**src/rtl/cbrx_pkg.sv**
```systemverilog
package cbrx_pkg;
  typedef enum logic {
    MODE_MCAST = 1'b0,
    MODE_SCAST = 1'b1
  } rx_mode_e;
endpackage

```
**src/rtl/cbrx_slot_timer.sv**
```systemverilog
module cbrx_slot_timer #(
  parameter int FRAME = 24,
  parameter int CW    = 5
) (
  input  logic          clk,
  input  logic          rst_n,
  input  logic          ref_i,
  output logic [CW-1:0] slot_o,
  output logic          active_o
);
  localparam logic [CW-1:0] LAST = CW'(FRAME - 1);

  logic [CW-1:0] cnt_q, cnt_n;
  logic          busy_q, busy_n;

  always_comb begin
    cnt_n  = cnt_q;
    busy_n = busy_q;
    if (ref_i) begin
      cnt_n  = CW'(1);
      busy_n = 1'b1;
    end else if (busy_q) begin
      if (cnt_q == LAST) begin
        cnt_n  = '0;
        busy_n = 1'b0;
      end else begin
        cnt_n = cnt_q + CW'(1);
      end
    end
  end

  always_ff @(posedge clk or negedge rst_n) begin
    if (!rst_n) begin
      cnt_q  <= '0;
      busy_q <= 1'b0;
    end else begin
      cnt_q  <= cnt_n;
      busy_q <= busy_n;
    end
  end

  assign slot_o   = ref_i ? '0 : cnt_q;
  assign active_o = ref_i | busy_q;
endmodule

```
**src/rtl/cbrx_coin.sv**
```systemverilog
module cbrx_coin
  import cbrx_pkg::*;
#(
  parameter int CW        = 5,
  parameter int COIN_SLOT = 6
) (
  input  logic          clk,
  input  logic          rst_n,
  input  logic          ref_i,
  input  logic          active_i,
  input  logic [CW-1:0] slot_i,
  input  logic          sel_i,
  input  rx_mode_e      mode_i,
  output logic          match_o,
  output logic          strobe_o,
  output logic          sim_o
);
  localparam logic [CW-1:0] COIN_S = CW'(COIN_SLOT);

  logic at_coin, is_sc;
  logic match_q, match_n;
  logic strobe_q, strobe_n;
  logic samp_q, samp_n;
  logic sim_q, sim_n;

  assign at_coin = active_i && (slot_i == COIN_S);
  assign is_sc   = (mode_i == MODE_SCAST);

  always_comb begin
    match_n  = match_q;
    if (at_coin)    match_n = sel_i && !is_sc;
    else if (ref_i) match_n = 1'b0;
    strobe_n = at_coin && is_sc;
    samp_n   = at_coin ? sel_i : samp_q;
    sim_n    = strobe_q ? samp_q : sim_q;
  end

  always_ff @(posedge clk or negedge rst_n) begin
    if (!rst_n) begin
      match_q  <= 1'b0;
      strobe_q <= 1'b0;
      samp_q   <= 1'b0;
      sim_q    <= 1'b0;
    end else begin
      match_q  <= match_n;
      strobe_q <= strobe_n;
      samp_q   <= samp_n;
      sim_q    <= sim_n;
    end
  end

  assign match_o  = match_q;
  assign strobe_o = strobe_q;
  assign sim_o    = sim_q;
endmodule

```
**src/rtl/cbrx_msg.sv**
```systemverilog
module cbrx_msg #(
  parameter int CW        = 5,
  parameter int MSG_W     = 8,
  parameter int MSG_FIRST = 16
) (
  input  logic             clk,
  input  logic             rst_n,
  input  logic             active_i,
  input  logic [CW-1:0]    slot_i,
  input  logic             msg_i,
  input  logic             take_i,
  output logic [MSG_W-1:0] word_o,
  output logic             valid_o
);
  localparam logic [CW-1:0] FIRST_S = CW'(MSG_FIRST);
  localparam logic [CW-1:0] LAST_S  = CW'(MSG_FIRST + MSG_W - 1);

  logic             in_msg, shift_en, last;
  logic [MSG_W-1:0] sh_q, sh_n, shifted;
  logic [MSG_W-1:0] word_q, word_n;
  logic             valid_q, valid_n;

  assign in_msg   = active_i && (slot_i >= FIRST_S) && (slot_i <= LAST_S);
  assign shift_en = in_msg && take_i;
  assign last     = slot_i == LAST_S;

  generate
    if (MSG_W == 1) begin : g_one
      assign shifted = msg_i;
    end else begin : g_wide
      assign shifted = {sh_q[MSG_W-2:0], msg_i};
    end
  endgenerate

  always_comb begin
    sh_n    = sh_q;
    word_n  = word_q;
    valid_n = 1'b0;
    if (shift_en) begin
      sh_n = shifted;
      if (last) begin
        word_n  = shifted;
        valid_n = 1'b1;
      end
    end
  end

  always_ff @(posedge clk or negedge rst_n) begin
    if (!rst_n) begin
      sh_q    <= '0;
      word_q  <= '0;
      valid_q <= 1'b0;
    end else begin
      sh_q    <= sh_n;
      word_q  <= word_n;
      valid_q <= valid_n;
    end
  end

  assign word_o  = word_q;
  assign valid_o = valid_q;
endmodule

```
**src/rtl/coin_mcast_rx.sv**
```systemverilog
module coin_mcast_rx
  import cbrx_pkg::*;
#(
  parameter int NODES   = 8,
  parameter int NODE_ID = 3,
  parameter int MSG_W   = NODES
) (
  input  logic             clk,
  input  logic             rst_n,
  input  logic             ref_i,
  input  logic             sel_i,
  input  logic             msg_i,
  input  logic             simul_i,
  output logic [MSG_W-1:0] word_o,
  output logic             valid_o,
  output logic             sim_o
);
  localparam int SEL_SLOTS = 2 * NODES;
  localparam int FRAME     = SEL_SLOTS + MSG_W;
  localparam int CW        = $clog2(FRAME + 1);
  localparam int COIN_SLOT = 2 * NODE_ID;

  logic [CW-1:0] slot;
  logic          active;
  rx_mode_e      mode_q, mode_n, cur_mode;
  logic          coin_match, coin_strobe;

  assign cur_mode = ref_i ? rx_mode_e'(simul_i) : mode_q;

  always_comb begin
    mode_n = mode_q;
    if (ref_i) mode_n = rx_mode_e'(simul_i);
  end

  always_ff @(posedge clk or negedge rst_n) begin
    if (!rst_n) mode_q <= MODE_MCAST;
    else        mode_q <= mode_n;
  end

  cbrx_slot_timer #(.FRAME(FRAME), .CW(CW)) u_timer (
    .clk(clk), .rst_n(rst_n), .ref_i(ref_i),
    .slot_o(slot), .active_o(active)
  );

  cbrx_coin #(.CW(CW), .COIN_SLOT(COIN_SLOT)) u_coin (
    .clk(clk), .rst_n(rst_n), .ref_i(ref_i), .active_i(active),
    .slot_i(slot), .sel_i(sel_i), .mode_i(cur_mode),
    .match_o(coin_match), .strobe_o(coin_strobe), .sim_o(sim_o)
  );

  cbrx_msg #(.CW(CW), .MSG_W(MSG_W), .MSG_FIRST(SEL_SLOTS)) u_msg (
    .clk(clk), .rst_n(rst_n), .active_i(active), .slot_i(slot),
    .msg_i(msg_i), .take_i(coin_match && (mode_q == MODE_MCAST)),
    .word_o(word_o), .valid_o(valid_o)
  );
endmodule

```
**config.mk**
```make
export PLATFORM = sky130hd
export DESIGN_NAME = coin_mcast_rx
export DESIGN_NICKNAME = d
export VERILOG_FILES = /design/src/rtl/cbrx_pkg.sv /design/src/rtl/cbrx_slot_timer.sv /design/src/rtl/cbrx_coin.sv /design/src/rtl/cbrx_msg.sv /design/src/rtl/coin_mcast_rx.sv
export SDC_FILE = /design/constraint.sdc
export NUM_CORES = 1
export LEC_CHECK = 0
export ABC_AREA = 1
export BUFFER_PORTS_ARGS = -buffer_cell sky130_fd_sc_hd__buf_2
export CAP_MARGIN = 15
export CORE_MARGIN = 5
export CORE_UTILIZATION = 55
export CTS_CLUSTER_SIZE = 24
export DETAILED_ROUTE_END_ITERATION = 6
export MAX_ROUTING_LAYER = met4
export PLACE_DENSITY_LB_ADDON = 0.08
export SLEW_MARGIN = 15
export SYNTH_ARGS = -nofsm -noshare
export SYNTH_HDL_FRONTEND = slang
export SYNTH_SLANG_ARGS = --single-unit
```
**constraint.sdc**
```tcl
create_clock -name clk -period 1.19 [get_ports clk]
set_input_delay 0.119 -clock clk [delete_from_list [all_inputs] [get_ports clk]]
set_output_delay 0.119 -clock clk [all_outputs]
set_load 0.005 [all_outputs]
```
# Yosys cells after proc, flatten, opt, wreduce, memory -nomap -nowiden
# Cells that the tools add are included.
# word_totals
wordCells	41
register_bits	27
latch_bits	0
ram_bits	0
n_memories	0
mem_bits_ro	0
in_bits	6
out_inout_bits	10
# classes
div	0
bitwise_logic	2
magnitude_cmp	2
multipliers	0
add_sub_neg	1
eq_ne	3
reduce_logical	11
n_shift	0
n_mux	12
# ops
operator	n
two-way mux 5 bit	4
== test 5 bit, second input constant	2
two-way mux 1 bit	8
logical AND 1 bit	7
adder 5 x 1 -> 5 bit, second input constant	1
== test 5 x 3 -> 1 bit, second input constant	1
>= comparator 5 bit, second input constant	1
less-or-equal comparator 5 bit, second input constant	1
nonzero test 2 bit	2
AND reduction 2 bit	1
zero test 1 bit	1
NOT 1 bit	1
bitwise OR 1 bit	1

# Logic depth before layout (Yosys ltp)
# logic_depth
word_depth	6
depth_mapped	8
ltp_nobuf	7

# Modules after synthesis
# Synthesis repeated with hierarchy kept, for this count alone.
# unflattened
cells_unflattened	151
area_unflattened_um2	1286.2
# modules_own_cells
module	area_per_inst_um2	cells_per_inst	instances	seq_area_each_um2
cbrx_msg	684.4	70	1	400.4
cbrx_slot_timer	342.8	48	1	150.1
cbrx_coin	211.5	26	1	100.1
coin_mcast_rx	47.5	7	1	25.0

# Least setup slack after synthesis
# OpenSTA, ideal clock, no wires.
# synth_timing
kind	reg2reg
startpoint	register u_timer.cnt_q[0]
endpoint	register u_timer.cnt_q[0]
t_arrival_ns	0.951
period_less_slack_ns	1.080
path_buffers	0
t_required_ns	1.060
setup_time_ns	0.130
stages_incl_launch_ff	7
slack_ns	0.110
cell_sequence	dfrtp_1 -> ha_1 -> nand2_1 -> nor2_1 -> nand2_1 -> nand2_1 -> o21ai_0
# synth_via
elab_chain_len	4
word_cells_on_any_way	5
classes_between	add/sub: 1; eq/ne: 1; mux: 3
# synth_rtl
element	line_no	text
start, declared	cbrx_slot_timer.sv:13	logic [CW-1:0] cnt_q, cnt_n;
start signal, assigned	cbrx_slot_timer.sv:37	cnt_q <= cnt_n;
adder 5 x 1 -> 5 bit / == test 5 bit (equally long branches)	cbrx_slot_timer.sv:27, cbrx_slot_timer.sv:23	
two-way mux 5 bit (*)	cbrx_slot_timer.sv:23	if (cnt_q == LAST) begin
two-way mux 5 bit (*)	cbrx_slot_timer.sv:22	end else if (busy_q) begin
two-way mux 5 bit (*)	cbrx_slot_timer.sv:19	if (ref_i) begin
# Mark *: on every way between the ends. The rest lies on a longest branch, timed or not. The select of a mux whose other input is x is not followed.
# A chain may end at the register's enable or synchronous reset.

# Worst setup path after layout
# layout_timing
startpoint	register u_timer.cnt_q[0]
endpoint	register u_msg.word_q[5] (netlist: u_msg.word_o[5])
# layout_via
elab_chain_len	6
word_cells_on_any_way	8
classes_between	order compare: 2; eq/ne: 1; mux: 1; reduce/logical: 4
# layout_rtl
element	line_no	text
two-way mux 5 bit (*)	cbrx_slot_timer.sv:42	assign slot_o = ref_i ? '0 : cnt_q;
>= comparator 5 bit	cbrx_msg.sv:23	assign in_msg = active_i && (slot_i >= FIRST_S) && (slot_i <= LAST_S);
logical AND 1 bit (2 in series)	cbrx_msg.sv:23	
logical AND 1 bit	cbrx_msg.sv:24	assign shift_en = in_msg && take_i;
AND reduction 2 bit (no source line) (*)	-	
end signal, assigned	cbrx_msg.sv:55	word_q <= word_n;
end, declared	cbrx_msg.sv:20	logic [MSG_W-1:0] word_q, word_n;
# Mark *: on every way between the ends. The rest lies on a longest branch, timed or not.

==> flow_metrics.env <==
export IMPL_crit_cells=6
export IMPL_path_cells="buf_6, nand3_4, nor2_8, nand3_2, nand2_1, nand2_1"
export IMPL_ir_drop_v=0.000809
export IMPL_die_h_um=58.1
export IMPL_syn_nets=144
export IMPL_grt_start_max_net_pins=28
export IMPL_clk_latency_ns=0.33
export IMPL_pwr_density_cell_nw_per_um2=978
export IMPL_finalPower_mw=1.54
export IMPL_antenna_found_initial=0
export IMPL_clkSinkCount=27
export IMPL_numCtsBuffers=3
export IMPL_synthMuxAreaShare_pct=0.885
export IMPL_worstPathRequired_ns=1.44
export IMPL_die_x_um=58.1
export IMPL_setup_worst_path_end_class="flop"
export IMPL_fin_cells=199
export IMPL_final_util_pct=71.3
export IMPL_synth_compound_area_share_pct=4.33
export IMPL_syn_area_um2=1270
export IMPL_vias=1041
export IMPL_track_usage_pct=16.7
export IMPL_critical_path_class="flop to flop"
export IMPL_synth_top_family_by_area="simple AND/OR/NAND/NOR gates"
export IMPL_synth_adder_area_share_pct=0.983
export IMPL_grt_overflow=0
export IMPL_drive_gt1_share_pct=33.3
export IMPL_synth_cell_types=24
export IMPL_rsz0062_at_grt="true"
export IMPL_reg2reg_depth=6
export IMPL_cp_top_family="simple AND/OR/NAND/NOR gates"
export IMPL_ys_seq_area_share_pct=53.1
export IMPL_cts_root_buf="clkbuf_4"
export IMPL_tightest_slew_ns=0.571
export IMPL_grt_pass1_wl_mm=4.18
export IMPL_synth_simple_area_share_pct=34.8
export IMPL_cpPeakStageDelay_ns=0.42
export IMPL_crit_path_frequent_cell="nand2_1"
export IMPL_finalSetupViolCount=0
export IMPL_start_util_pct=57.5
export IMPL_synth_xor_area_share_pct=0
export IMPL_hp_class="input pin to flop"
export IMPL_path_buf_inv=1
export IMPL_portBuffers=15
export IMPL_dp_hpwl_mm=1.74
export IMPL_nNetsFinal=179
export IMPL_drv_slew=0
export IMPL_max_freq_mhz=845
export IMPL_final_common_cell="nand2_1"
export IMPL_rows=17
export IMPL_area_delta_synth_final_pct=24.0
export IMPL_core_area_um2=2210
export IMPL_antenna_cells=0
export IMPL_place_congestion=0.815
export IMPL_cp_start_kind="flop"
export IMPL_crit_path_top_delay_cell="dfrtp_2"
export IMPL_min_period_ns=1.18
export IMPL_clockBufferDepth=2
export IMPL_post_drt_wl_per_cell_um=13.5
export IMPL_grt_pass1_vias=924
export IMPL_viasPerCell=5.23
export IMPL_whs_path_depth=3
export IMPL_status="finished clean"
export IMPL_drt_iter0_markers=27
export IMPL_ys_seq_elements=27
export IMPL_htree_num_levels=1
export IMPL_drcViolationCount=0
export IMPL_slew_headroom_pct=61.9
export IMPL_fin_crit_sh_pct=99.4
export IMPL_path_clk_slew_ns=0.15
export IMPL_drv_cap=0
export IMPL_cts_tree="yes"
export IMPL_dp_cells=183
export IMPL_worstPathArrival_ns=1.43
export IMPL_most_common_layout_cells="nand2_1, dfrtp_1, nand3_1, buf_2, buf_4"
export IMPL_timing_final_hold_violations=0
export IMPL_die_area_um2=3380
export IMPL_skew_ns=0.00810
export IMPL_pin_count=16
export IMPL_p_leak_nw=0.844
export IMPL_crit_fanout=7
export IMPL_syn_instance_count=137
export IMPL_antenna_left=0
export IMPL_fillers=151
export IMPL_wl_mm=2.69
export IMPL_synth_area_per_cell_um2=9.29
export IMPL_yosys_warnings=0
export IMPL_first_pass_iters=4
## worst min-delay path: stages
cell     delay, ns
buf_2         0.09
nand3_1       0.07
nand2_1       0.06
## logic make-up (layout without fill, tap and decap cells)
kind of cell	Yosys count	after routing
flops	27	27
fa+ha+maj	1	1
mux	1	1
simple gates	85	87
compound gates	10	10
buf+inv	13	45
## what timing repair did
item                                    in CTS  in global routing
gates cloned                                 0                  2
hold buffers                                 1                  0
endpoints found under the hold margin       27                  0
resized for setup                            3                 14
setup buffers                                3                  6
endpoints found under the setup margin       4                 21
pin swaps                                    0                  6
## power by group
part	switching, mW	internal [mW]
Combinational	0.0912	0.0708
Sequential	0.0281	0.943
Clock	0.281	0.129
## metal layers
layer	wire (µm)	share of wire, %	GRT usage [%]	vias up
met4	50	1.9	6.95	0
met1	1260	47	23.4	506
met2	1250	47	24.2	20
met3	121	4.5	2.23	6
met5	0	0	-	-
li1	-	-	-	509
## stage by stage
step	worst slack, ns	setup TNS, ns	area [µm²]	hold slack, ns
final	0.00663	0	1580	0.0259
after global routing	-0.0513	-0.367	1580	0.0228
after CTS	0.000501	0	1460	0.0242
after detailed placement	-0.0285	-0.0285	1390	0.155
after global placement	0.00648	0	1390	0.144
after floorplan	0.110	0	1270	-0.177
## path summary, 6_finish.rpt
kind,endpoint,slack (ns),from
min in group asynchronous,u_msg.word_o[7]$_DFFE_PN0P_,0.29,rst_n
setup / recovery,u_msg.word_o[5]$_DFFE_PN0P_,0.007,u_timer.cnt_q[0]$_DFFE_PN0P_
max in group asynchronous,u_timer.busy_q$_DFF_PN0_,0.49,rst_n
hold reg to reg,u_msg.word_o[7]$_DFFE_PN0P_,0.49,u_msg.word_o[7]$_DFFE_PN0P_
setup reg to reg,u_msg.word_o[5]$_DFFE_PN0P_,0.007,u_timer.cnt_q[0]$_DFFE_PN0P_
hold / removal,u_msg.sh_q[0]$_DFFE_PN0N_,0.03,msg_i
## cell type report
type | instances | area, µm² | share of cell area, %
flip-flops and latches | 27 | 681 | 43.1
multi-input cells | 99 | 586 | 37.1
repair buffers | 30 | 198 | 12.5
inverters | 11 | 48.8 | 3.09
well taps | 28 | 35.0 | 2.22
clock buffers | 3 | 22.5 | 1.43
clock inverters | 1 | 7.51 | 0.476
## cells in the mapped netlist
cell type | n | area (µm²)
nand2_1 | 47 | 176
dfrtp_1 | 27 | 676
nand3_1 | 17 | 85.1
inv_1 | 9 | 33.8
nor2_1 | 7 | 26.3
o21ai_0 | 6 | 30.0
a21oi_1 | 2 | 10.0
nand2_4 | 2 | 22.5
nand3_2 | 2 | 20.0
nand3_4 | 2 | 35.0
nor2_2 | 2 | 12.5
nor2_8 | 2 | 40.0
a21boi_1 | 1 | 7.51
and3_1 | 1 | 6.26
buf_6 | 1 | 11.3
buf_8 | 1 | 15.0
ha_1 | 1 | 12.5
inv_2 | 1 | 3.75
inv_8 | 1 | 11.3
mux2_2 | 1 | 11.3
nand2_2 | 1 | 6.26
nor3_1 | 1 | 5.00
nor3b_1 | 1 | 7.51
o21bai_1 | 1 | 7.51
## registers in the layout (all words and copies together) (netlist names)
signal and cells:
u_msg.valid_o 1, u_timer.cnt_q 5, mode_q 1, u_coin.match_o 1, u_msg.sh_q 7, u_coin.samp_q 1, u_coin.strobe_o 1, u_msg.word_o 8
u_timer.busy_q 1, u_coin.sim_o 1
Power figures use the tool's default switching activity.
